<file path="src/rtl/i2cm_pkg.sv">
package i2cm_pkg;
    localparam int CMD_W     = 32;
    localparam int DATA_W    = 8;
    localparam int CNT_W     = 8;
    localparam int NFLAG     = 5;
    localparam int BIT_W     = $clog2(DATA_W);
    localparam int RXW_W     = 2 * DATA_W;

    localparam int F_DATA_LSB = 22;
    localparam int F_TXIE     = 18;
    localparam int F_VALID    = 17;
    localparam int F_ADDR     = 16;
    localparam int F_STOP     = 15;
    localparam int F_CNT_LSB  = 7;

    localparam int FL_TX   = 0;
    localparam int FL_RX   = 1;
    localparam int FL_NACK = 2;
    localparam int FL_TMO  = 3;
    localparam int FL_OVR  = 4;

    typedef enum logic [1:0] {
        OP_START = 2'd0,
        OP_STOP  = 2'd1,
        OP_BIT   = 2'd2
    } bus_op_e;

    typedef enum logic [2:0] {
        ST_IDLE,
        ST_START,
        ST_BITS,
        ST_RXPUT,
        ST_ACK,
        ST_STOP
    } xact_st_e;

    typedef struct packed {
        logic [DATA_W-1:0] data;
        logic              txie;
        logic              addr_frm;
        logic              stop_req;
        logic [CNT_W-1:0]  cnt;
    } cmd_t;
endpackage

</file>
<file path="src/rtl/i2cm_cmd_buf.sv">
module i2cm_cmd_buf
    import i2cm_pkg::*;
(
    input  logic             clk,
    input  logic             rst_n,
    input  logic             wr,
    input  logic [CMD_W-1:0] wdata,
    input  logic             take,
    output logic             valid,
    output cmd_t             cmd,
    output logic             ovr
);
    cmd_t dec;
    logic unused_fields;

    always_comb begin
        dec.data     = wdata[F_DATA_LSB +: DATA_W];
        dec.txie     = wdata[F_TXIE];
        dec.addr_frm = wdata[F_ADDR];
        dec.stop_req = wdata[F_STOP];
        dec.cnt      = wdata[F_CNT_LSB +: CNT_W];
    end

    assign unused_fields = ^{wdata[CMD_W-1:F_DATA_LSB+DATA_W],
                             wdata[F_DATA_LSB-1:F_TXIE+1],
                             wdata[F_CNT_LSB-1:0]};

    assign ovr = wr && valid && !take;

    always_ff @(posedge clk) begin
        if (!rst_n) begin
            valid <= 1'b0;
            cmd   <= '0;
        end else if (wr && (!valid || take)) begin
            valid <= wdata[F_VALID];
            cmd   <= dec;
        end else if (take) begin
            valid <= 1'b0;
        end
    end

    // a buffered word that is not taken survives any write attempt
    a_r2_keep_word: assert property (@(posedge clk) disable iff (!rst_n)
        (valid && !take) |=> (valid && $stable(cmd)));
endmodule

</file>
<file path="src/rtl/i2cm_rx_buf.sv">
module i2cm_rx_buf
    import i2cm_pkg::*;
(
    input  logic              clk,
    input  logic              rst_n,
    input  logic              load,
    input  logic [DATA_W-1:0] ld_data,
    input  logic              ld_ack,
    input  logic              rd,
    output logic              full,
    output logic [RXW_W-1:0]  word
);
    always_ff @(posedge clk) begin
        if (!rst_n) begin
            full <= 1'b0;
            word <= '0;
        end else if (load) begin
            full <= 1'b1;
            word <= {ld_data, ld_ack, {(DATA_W-1){1'b0}}};
        end else if (rd) begin
            full <= 1'b0;
        end
    end

    // the controller never loads over an unread byte
    a_r8_no_clobber: assert property (@(posedge clk) disable iff (!rst_n)
        !(load && full));
endmodule

</file>
<file path="src/rtl/i2cm_irq.sv">
module i2cm_irq
    import i2cm_pkg::*;
(
    input  logic             clk,
    input  logic             rst_n,
    input  logic [NFLAG-1:0] set,
    input  logic [NFLAG-1:0] clr,
    output logic [NFLAG-1:0] flags
);
    for (genvar i = 0; i < NFLAG; i++) begin : g_flag
        always_ff @(posedge clk) begin
            if (!rst_n)
                flags[i] <= 1'b0;
            else
                flags[i] <= set[i] | (flags[i] & ~clr[i]);
        end

        // a set flag without a clear stays set
        a_r12_sticky: assert property (@(posedge clk) disable iff (!rst_n)
            (flags[i] && !clr[i]) |=> flags[i]);
    end
endmodule

</file>
<file path="src/rtl/i2cm_xact_ctrl.sv">
module i2cm_xact_ctrl
    import i2cm_pkg::*;
(
    input  logic              clk,
    input  logic              rst_n,
    input  logic              cmd_wr,
    input  logic [CMD_W-1:0]  cmd_word,
    output logic              cmd_pending,
    input  logic              rx_rd,
    output logic [RXW_W-1:0]  rx_word,
    output logic              rx_full,
    input  logic [NFLAG-1:0]  flag_clr,
    output logic [NFLAG-1:0]  irq_flags,
    output logic              be_req,
    output logic [1:0]        be_op,
    output logic              be_sda_out,
    input  logic              be_done,
    input  logic              be_sda_in,
    input  logic              be_timeout
);
    localparam logic [BIT_W-1:0] LAST_BIT = BIT_W'(DATA_W - 1);
    localparam logic [CNT_W-1:0] ONE_CNT  = CNT_W'(1);

    xact_st_e          state, nxt;
    cmd_t              cmd;
    logic              take, ovr, rx_ld, set_nack, set_tmo;
    logic [DATA_W-1:0] shreg;
    logic [BIT_W-1:0]  bitcnt;
    logic              is_addr, rw_lat, stop_lat;
    logic [CNT_W-1:0]  remain;
    logic              rd_phase, last_byte;
    xact_st_e          end_st;
    logic [NFLAG-1:0]  flag_set;

    i2cm_cmd_buf u_cmd (
        .clk(clk), .rst_n(rst_n), .wr(cmd_wr), .wdata(cmd_word),
        .take(take), .valid(cmd_pending), .cmd(cmd), .ovr(ovr)
    );

    i2cm_rx_buf u_rx (
        .clk(clk), .rst_n(rst_n), .load(rx_ld), .ld_data(shreg),
        .ld_ack(last_byte), .rd(rx_rd), .full(rx_full), .word(rx_word)
    );

    always_comb begin
        flag_set          = '0;
        flag_set[FL_TX]   = take && cmd.txie;
        flag_set[FL_RX]   = rx_ld;
        flag_set[FL_NACK] = set_nack;
        flag_set[FL_TMO]  = set_tmo;
        flag_set[FL_OVR]  = ovr;
    end

    i2cm_irq u_irq (
        .clk(clk), .rst_n(rst_n), .set(flag_set), .clr(flag_clr), .flags(irq_flags)
    );

    assign rd_phase  = rw_lat && !is_addr;
    assign last_byte = (remain <= ONE_CNT);
    assign end_st    = stop_lat ? ST_STOP : ST_IDLE;

    // state register
    always_ff @(posedge clk) begin
        if (!rst_n) state <= ST_IDLE;
        else        state <= nxt;
    end

    // next state and one-cycle strobes
    always_comb begin
        nxt      = state;
        take     = 1'b0;
        rx_ld    = 1'b0;
        set_nack = 1'b0;
        set_tmo  = 1'b0;
        unique case (state)
            ST_IDLE: begin
                if (cmd_pending) begin
                    take = 1'b1;
                    nxt  = cmd.addr_frm ? ST_START : ST_BITS;
                end
            end
            ST_START: begin
                if (be_done) begin
                    set_tmo = be_timeout;
                    nxt     = be_timeout ? ST_STOP : ST_BITS;
                end
            end
            ST_BITS: begin
                if (be_done) begin
                    if (be_timeout) begin
                        set_tmo = 1'b1;
                        nxt     = ST_STOP;
                    end else if (bitcnt == LAST_BIT) begin
                        nxt = rd_phase ? ST_RXPUT : ST_ACK;
                    end
                end
            end
            ST_RXPUT: begin
                if (!rx_full) begin
                    rx_ld = 1'b1;
                    nxt   = ST_ACK;
                end
            end
            ST_ACK: begin
                if (be_done) begin
                    if (be_timeout) begin
                        set_tmo = 1'b1;
                        nxt     = ST_STOP;
                    end else if (!rd_phase && be_sda_in) begin
                        set_nack = 1'b1;
                        nxt      = ST_STOP;
                    end else if (is_addr) begin
                        if (remain == '0) nxt = end_st;
                        else if (rw_lat)  nxt = ST_BITS;
                        else              nxt = ST_IDLE;
                    end else if (last_byte) begin
                        nxt = end_st;
                    end else begin
                        nxt = rd_phase ? ST_BITS : ST_IDLE;
                    end
                end
            end
            ST_STOP: begin
                if (be_done) nxt = ST_IDLE;
            end
            default: nxt = ST_IDLE;
        endcase
    end

    // message datapath
    always_ff @(posedge clk) begin
        if (!rst_n) begin
            shreg    <= '0;
            bitcnt   <= '0;
            is_addr  <= 1'b0;
            rw_lat   <= 1'b0;
            stop_lat <= 1'b0;
            remain   <= '0;
        end else begin
            if (take) begin
                shreg   <= cmd.data;
                bitcnt  <= '0;
                is_addr <= cmd.addr_frm;
                if (cmd.addr_frm) begin
                    rw_lat   <= cmd.data[0];
                    stop_lat <= cmd.stop_req;
                    remain   <= cmd.cnt;
                end
            end
            if (state == ST_BITS && be_done && !be_timeout) begin
                shreg  <= {shreg[DATA_W-2:0], be_sda_in};
                bitcnt <= bitcnt + BIT_W'(1);
            end
            if (state == ST_ACK && be_done) begin
                is_addr <= 1'b0;
                bitcnt  <= '0;
                shreg   <= '1;
                if (!is_addr && remain != '0)
                    remain <= remain - ONE_CNT;
                if (nxt != ST_BITS)
                    rw_lat <= 1'b0;
            end
            if (nxt == ST_STOP && state != ST_STOP) begin
                rw_lat <= 1'b0;
                remain <= '0;
            end
        end
    end

    // bus request outputs
    always_comb begin
        be_req     = 1'b0;
        be_op      = OP_BIT;
        be_sda_out = 1'b1;
        unique case (state)
            ST_START: begin
                be_req = 1'b1;
                be_op  = OP_START;
            end
            ST_BITS: begin
                be_req     = 1'b1;
                be_sda_out = rd_phase ? 1'b1 : shreg[DATA_W-1];
            end
            ST_ACK: begin
                be_req     = 1'b1;
                be_sda_out = rd_phase ? last_byte : 1'b1;
            end
            ST_STOP: begin
                be_req = 1'b1;
                be_op  = OP_STOP;
            end
            default: ;
        endcase
    end

    // a request is held unchanged until the engine reports done
    a_r5_req_held: assert property (@(posedge clk) disable iff (!rst_n)
        (be_req && !be_done) |=> (be_req && $stable(be_op) && $stable(be_sda_out)));

    // a NACK flag rise coincides with a STOP request
    a_r6_nack_stop: assert property (@(posedge clk) disable iff (!rst_n)
        $rose(irq_flags[FL_NACK]) |-> (be_req && be_op == OP_STOP));

    // a timeout flag rise coincides with a STOP request
    a_r11_tmo_stop: assert property (@(posedge clk) disable iff (!rst_n)
        $rose(irq_flags[FL_TMO]) |-> (be_req && be_op == OP_STOP));

    // while the receive register holds a byte and a read byte is waiting, no request
    a_r8_stall_quiet: assert property (@(posedge clk) disable iff (!rst_n)
        (state == ST_RXPUT) |-> !be_req);
endmodule

</file>
<file path="config.mk">
export PLATFORM = sky130hd
export DESIGN_NAME = i2cm_xact_ctrl
export DESIGN_NICKNAME = d
export VERILOG_FILES = /design/src/rtl/i2cm_pkg.sv /design/src/rtl/i2cm_cmd_buf.sv /design/src/rtl/i2cm_rx_buf.sv /design/src/rtl/i2cm_irq.sv /design/src/rtl/i2cm_xact_ctrl.sv
export SDC_FILE = /design/constraint.sdc
export NUM_CORES = 1
export LEC_CHECK = 0
export BUFFER_PORTS_ARGS = -buffer_cell sky130_fd_sc_hd__buf_4
export CAP_MARGIN = 20
export CORE_MARGIN = 2
export CORE_UTILIZATION = 59
export CTS_BUF_LIST = sky130_fd_sc_hd__clkbuf_2
export CTS_CLUSTER_DIAMETER = 120
export DETAILED_ROUTE_END_ITERATION = 10
export PLACE_DENSITY = 0.87
export RECOVER_POWER = 25
export SLEW_MARGIN = 20
export SYNTH_ARGS = -nofsm -noshare
export SYNTH_HDL_FRONTEND = slang
export SYNTH_SLANG_ARGS = --single-unit
</file>
<file path="constraint.sdc">
create_clock -name clk -period 3.5 [get_ports clk]
set_clock_uncertainty 0.15 [all_clocks]
set_input_delay 0.525 -clock clk [delete_from_list [all_inputs] [get_ports clk]]
set_output_delay 0.525 -clock clk [all_outputs]
set_load 0.01 [all_outputs]
</file>
==> After elaboration in Yosys (flattened, before gate mapping) <==
Index checks and enable logic that the tools add are counted.
{ "word_totals": {"regBits": 60, "latch_bits": 0, "mem_bits_rw": 0, "rom_bits": 0, "in_bits": 44, "output_inout_bits": 27, "word_cells": 131, "mem_count": 0} }
{ "classes": {"n_addsub": 2, "mul": 0, "div": 0, "magnitude_cmp": 1, "eq_ne": 9, "shifts": 0, "n_mux": 54, "bitwise": 16, "reduce_logical": 29} }
{ "ops": {"columns": ["operator", "count"], "rows": [
  ["$mux 8", 7],
  ["$mux 3", 18],
  ["$mux 1", 22],
  ["$pmux 3 s6", 1],
  ["$eq 3x3->1 const B", 4],
  ["$logic_and 1x1->1", 11],
  ["$le 8x1->1 const B", 1],
  ["$logic_not 8->1", 1],
  ["$reduce_bool 8->1", 1],
  ["$sub 8x1->8 const B", 1],
  ["$eq 3x2->1 const B", 2],
  ["$mux 2", 3],
  ["$not 1->1", 6],
  ["$reduce_bool 2->1", 3],
  ["$reduce_or 2->1", 3],
  ["$and 1x1->1", 5],
  ["$logic_not 1->1", 5],
  ["$or 1x1->1", 5],
  ["$pmux 1 s2", 2],
  ["$pmux 2 s2", 1],
  ["$reduce_or 4->1", 1],
  ["$add 3x1->3 const B", 1],
  ["$eq 3x1->1 const B", 1],
  ["$logic_not 3->1", 1],
  ["other kinds (5)", 5]
]} }

==> Longest topological paths before layout <==
{ "logic_depth": {"word_depth": 12, "ltp_mapped": 8, "depth_no_buf": 8} }

==> Hierarchy <==
From an unflattened synthesis, not the netlist that was laid out.
{ "unflattened": {"cells_unflattened": 350, "hier_area_um2": 3084.2} }
{ "modules_own_cells": {"columns": ["module", "n_inst", "cells_each", "area_each_um2", "seq_area_each_um2"], "rows": [
  ["i2cm_xact_ctrl", 1, 207, 1619.1, 500.5],
  ["i2cm_cmd_buf", 1, 89, 830.8, 400.4],
  ["i2cm_rx_buf", 1, 39, 427.9, 200.2],
  ["i2cm_irq", 1, 15, 206.4, 100.1]
]} }

==> Worst setup path before layout <==
OpenSTA, ideal clock, no wires.
{ "synth_timing": {"path_kind": "register to register", "startpoint": "register remain[0]", "endpoint": "register rw_lat", "setup_time_ps": 86, "arrival_time_ps": 2007, "t_required_ps": 3264, "setup_slack_ps": 1258, "stages_incl_launch_ff": 9, "path_buffers": 0, "period_less_slack_ps": 2242, "path_cell_list": "dfxtp_1 inv_1 ha_1 nor3_1 and4b_1 a221o_2 a221oi_4 o41ai_4 a211oi_1"} }
{ "synth_via": {"elab_chain_cells": 10, "elab_cells_between_ends": 15, "cone_classes": "order compare (1); eq/ne (2); mux (9); reduce/logical (3)"} }
{ "synth_lines": {"columns": ["element", "line", "text"], "rows": [
  ["start: declaration", "i2cm_xact_ctrl.sv:30", "logic [CNT_W-1:0] remain;"],
  ["start signal: assignment", "i2cm_xact_ctrl.sv:147", "remain <= cmd.cnt;"],
  ["start signal: assignment", "i2cm_xact_ctrl.sv:159", "remain <= remain - ONE_CNT;"],
  ["$le 8x1->1 or $logic_not 8->1 (tied branches)", "i2cm_xact_ctrl.sv:59, i2cm_xact_ctrl.sv:113", null],
  ["$mux 3, on equally long branches", "i2cm_xact_ctrl.sv:116, i2cm_xact_ctrl.sv:113", null],
  ["$mux 3 (*)", "i2cm_xact_ctrl.sv:112", "end else if (is_addr) begin"],
  ["$mux 3 (*)", "i2cm_xact_ctrl.sv:109", "end else if (!rd_phase && be_sda_in) begin"],
  ["$mux 3 (*)", "i2cm_xact_ctrl.sv:106", "if (be_timeout) begin"],
  ["$mux 3 (*)", "i2cm_xact_ctrl.sv:105", "if (be_done) begin"],
  ["$pmux 3 s6 (*)", "i2cm_xact_ctrl.sv:75", "unique case (state)"],
  ["$ne 3x2->1 or $eq 3x3->1 (tied branches)", "i2cm_xact_ctrl.sv:160, i2cm_xact_ctrl.sv:163", null],
  ["$mux 1 or $logic_and 1x1->1 (tied branches)", "i2cm_xact_ctrl.sv:160, i2cm_xact_ctrl.sv:163", null],
  ["$mux 1 or $reduce_or 2->1 (tied branches)", null, null],
  ["end signal: assignment", "i2cm_xact_ctrl.sv:145", "rw_lat <= cmd.data[0];"],
  ["end: declaration", "i2cm_xact_ctrl.sv:29", "logic is_addr, rw_lat, stop_lat;"]
]} }
Every way passes the cells marked *; elsewhere a longest branch is shown, timed or not.
A chain may end at the register's enable or synchronous reset.

==> Worst setup path in the final report <==
{ "layout_timing": {"startpoint": "register state[2]", "endpoint": "output be_sda_out"} }
{ "layout_via": {"elab_chain_cells": 2, "elab_cells_between_ends": 3, "cone_classes": "eq/ne (2); mux (1)"} }
{ "layout_lines": {"columns": ["element", "line", "text"], "rows": [
  ["start: declaration", "i2cm_xact_ctrl.sv:24", "xact_st_e state, nxt;"],
  ["start signal: assignment", "i2cm_xact_ctrl.sv:65", "else state <= nxt;"],
  ["$eq 3x3->1 or $eq 3x2->1 (tied branches)", "i2cm_xact_ctrl.sv:175", "unique case (state)"],
  ["$pmux 1 s2 (*)", "i2cm_xact_ctrl.sv:175", null],
  ["end: declaration", "i2cm_xact_ctrl.sv:16", "output logic be_sda_out,"]
]} }
Marks and branches as above.

==> run_results.csv <==
group,metric,value,unit
setup_path,worst_ep_arrival_time,2.18,ns
floorplanning,initial_core_util,60.9,%
floorplanning,x_dimension_of_the_die,73.8,µm
synthesis,yosys_synthesis_warning_count,0,
cells_and_area,ff_latch_area,1200,µm²
clocking,htreeDepth,3,
setup_path,worstSetupEndpointType,"output pin",
global_routing,global_route_wire_length_before_repair,10300,µm
run_status,run_status,"completed",
route,routed_wl,6350,µm
sta,timing.setup.tns,0,ns
global_routing,number_of_antenna_violations_at_the_first_check_in_global_routing,0,
cells_and_area,layout.cells.non_filler,463,
cells_and_area,final_util,70.1,%
cells_and_area,multi_input_area,1540,µm²
run,maxCapViolCount,0,
route,route.detailed.wl_per_inst,13.7,µm
floorplanning,floorplan.die_area,5450,µm²
clocking,root_buf_cell,"sky130_fd_sc_hd__clkbuf_2",
sta,slew-limit-headroom,51.4,%
global_routing,grt_max_degree,50,
synthesis,postSynthAreaPerCell,8.36,µm²
floorplanning,io-pin-count,71,
place,pre_cts_slack,0.891,ns
setup_path,critPathKind,"reg -> out",
synthesis,post_synth_inst_count,344,
cells_and_area,number_of_nets_in_the_layout,440,
clocking,clkSlewWorstSetupHoldPaths,0.20,ns
clocking,numCtsBuffers,9,
clocking,post_cts_hold_buffer_count,0,
global_routing,globalRouteTotalUtil,24.6,%
setup_path,worstPathRequired,2.82,ns
place,detailed_place_hpwl,4410,µm
floorplanning,die_height,73.8,µm
setup_path,highest_fanout_seen_on_the_critical_path,15,
pwr,standby_leakage_power,1.28,nW
route,detail-route-antenna-nets,0,
cells_and_area,layout.cell_area.non_filler,3310,µm²
synthesis,synth_sequential_area_ratio,41.8,%
sta,fin_hold_ws,0.105,ns
synthesis,synth.ff_latch_count,60,
clocking,clk_sinks,60,
sta,setup_viol_count_final,0,
clocking,cts_tree,"yes",
sta,finalHoldViolCount,0,
sta,max_freq,0.350,GHz
route,avgViaCountPerCell,5.68,
synthesis,synth_edf_count,0,
route,route.detailed.drc,0,
cells_and_area,nFillCells,395,
global_routing,grt_pass1_vias,2347,
place,detailed_place.area,3260,µm²
cells_and_area,area_growth,15.1,%
sta,timing.final.crit_share,81.7,%
global_routing,global_route.overflow_total,0,
cells_and_area,diodes,0,
setup_path,worst_setup_path_start_kind,"register",
pwr,pwr_density_cell,426,nW/µm²
synthesis,synth_ff_type,"sky130_fd_sc_hd__dfxtp_1",
route,via_count,2632,
synthesis,syn-cell-area,2880,µm²
route,initialDrtViolationCount,202,
cells_and_area,drive_gt1_share,16.7,%
pwr,ir_drop,432,µV
sta,unrepaired_setup_endpoints_after_global_routing,"no",
synthesis,post_synth_num_cell_types,52,
hold_path,hold_class,"in -> reg",
place,routabilityCongestion,0.874,
route,drt_pass1_iterations,4,
place,dpl.cell_count,447,
floorplanning,row_count,25,
sta,setup_ws,0.640,ns
sta,drv_slew,0,
pwr,power_consumption,1.41,mW
clocking,ctsResizeCount,0,
synthesis,synth-async-reset-ratio,0,%
sta,final.min_clock_period,2.86,ns
clocking,insertion_delay,0.51,ns
floorplanning,core,4720,µm²
sta,worst_pin_slew,0.729,ns
clocking,post-cts-setup-buffers,0,
clocking,clock_tree.buffer_depth,2,
place,placement.io_buffers,51,
sequential cells by signal, indices dropped and copies added, names as in the netlist:
register,count
u_cmd.cmd,19
bitcnt,3
u_rx.word,9
shreg,8
state,3
u_rx.full,1
u_cmd.valid,1
u_irq.flags,5
is_addr,1
remain,8
rw_lat,1
stop_lat,1
routing by layer:
layer | vias up | track usage [%] | wire (µm)
met3 | 11 | 4.80 | 332
met4 | 0 | 12.7 | 119
met5 | - | 0 | 0
li1 | 1294 | - | -
met2 | 90 | 42.2 | 3100
met1 | 1237 | 29.0 | 2790
cell usage after synthesis, types with 2 or more instances:
| cell | instances | share of area (%) |
|---|---|---|
| sky130_fd_sc_hd__a21boi_0 | 33 | 8.6 |
| sky130_fd_sc_hd__dfxtp_1 | 60 | 42 |
| sky130_fd_sc_hd__o21ai_0 | 5 | 0.87 |
| sky130_fd_sc_hd__ha_1 | 5 | 2.2 |
| sky130_fd_sc_hd__nand4_1 | 2 | 0.43 |
| sky130_fd_sc_hd__nor2_1 | 35 | 4.6 |
| sky130_fd_sc_hd__a21oi_1 | 11 | 1.9 |
| sky130_fd_sc_hd__mux2_2 | 2 | 0.78 |
| sky130_fd_sc_hd__buf_4 | 9 | 2.3 |
| sky130_fd_sc_hd__nand2_1 | 73 | 9.5 |
| sky130_fd_sc_hd__nand3_1 | 8 | 1.4 |
| sky130_fd_sc_hd__and2_1 | 5 | 1.1 |
| sky130_fd_sc_hd__o221ai_1 | 12 | 3.7 |
| sky130_fd_sc_hd__o211ai_1 | 2 | 0.52 |
| sky130_fd_sc_hd__a211oi_1 | 3 | 0.78 |
| sky130_fd_sc_hd__o31ai_1 | 2 | 0.52 |
| sky130_fd_sc_hd__and3_1 | 2 | 0.43 |
| sky130_fd_sc_hd__inv_1 | 9 | 1.2 |
| sky130_fd_sc_hd__nand2b_1 | 7 | 1.5 |
| sky130_fd_sc_hd__buf_2 | 4 | 0.70 |
| sky130_fd_sc_hd__clkbuf_1 | 10 | 1.3 |
| sky130_fd_sc_hd__a31oi_1 | 3 | 0.65 |
| sky130_fd_sc_hd__nor4_1 | 3 | 0.65 |
| sky130_fd_sc_hd__mux2i_1 | 2 | 0.70 |
| sky130_fd_sc_hd__nor2b_1 | 5 | 1.1 |
| sky130_fd_sc_hd__nor3_1 | 6 | 1.0 |
worst paths after layout:
check	startpoint	endpoint	slack, ns	cells past startpoint
hold / removal	cmd_word[29]	u_cmd.cmd[18]	0.11	3
setup reg to reg	state[0]	remain[4]	0.84	6
hold reg to reg	u_cmd.cmd[8]	stop_lat	0.31	2
setup / recovery	state[2]	be_sda_out	0.64	5
worst max-delay path: stages (launching register included):
cell and delay, ns:
sky130_fd_sc_hd__dfxtp_1 0.66, sky130_fd_sc_hd__inv_1 0.26, sky130_fd_sc_hd__nor2_1 0.22, sky130_fd_sc_hd__a31oi_1 0.11, sky130_fd_sc_hd__or2_2 0.28, sky130_fd_sc_hd__buf_4 0.14
cell usage in the layout (no fill, tap or decap), types with 3 or more instances in the layout:
cell	synthesis	final
sky130_fd_sc_hd__nand2_1	73	73
sky130_fd_sc_hd__dfxtp_1	60	60
sky130_fd_sc_hd__buf_4	9	38
sky130_fd_sc_hd__nor2_1	35	35
sky130_fd_sc_hd__a21boi_0	33	33
sky130_fd_sc_hd__clkbuf_1	10	15
sky130_fd_sc_hd__o221ai_1	12	12
sky130_fd_sc_hd__a21oi_1	11	11
sky130_fd_sc_hd__inv_1	9	9
sky130_fd_sc_hd__clkbuf_2	0	9
sky130_fd_sc_hd__nand3_1	8	8
sky130_fd_sc_hd__nand2b_1	7	7
sky130_fd_sc_hd__conb_1	1	7
sky130_fd_sc_hd__nor3_1	6	6
sky130_fd_sc_hd__nor2b_1	5	5
sky130_fd_sc_hd__o21ai_0	5	5
sky130_fd_sc_hd__ha_1	5	5
sky130_fd_sc_hd__and2_1	5	4
sky130_fd_sc_hd__nor4_1	3	3
sky130_fd_sc_hd__a31oi_1	3	3
sky130_fd_sc_hd__a211oi_1	3	3
area by class of cell:
| class | count | share of cell area (%) |
|---|---|---|
| flip-flops and latches | 60 | 36.3 |
| clock inverters | 7 | 2.04 |
| inverters | 9 | 1.02 |
| multi-input cells | 258 | 46.5 |
| clock buffers | 9 | 1.36 |
| well taps | 67 | 2.53 |
| repair buffers | 53 | 10.3 |
report_power, final:
part | total, mW | switching (mW) | internal (mW)
logic | 0.217 | 0.121 | 0.0961
registers | 0.759 | 0.0391 | 0.720
clock network | 0.434 | 0.273 | 0.161
kinds of logic (layout without fill, tap and decap cells):
kind of cell    after synthesis  count (layout)  share of synthesized area [%]
simple gates                155             155                           24.8
compound gates               86              86                           23.8
other cells                   1               7                          0.130
xor+xnor                      1               1                          0.305
mux                           4               4                           1.48
fa+ha+maj                     5               5                           2.17
buf+inv                      32              78                           5.52
flops                        60              60                           41.8
No activity file was read; power rests on OpenSTA's default activity.
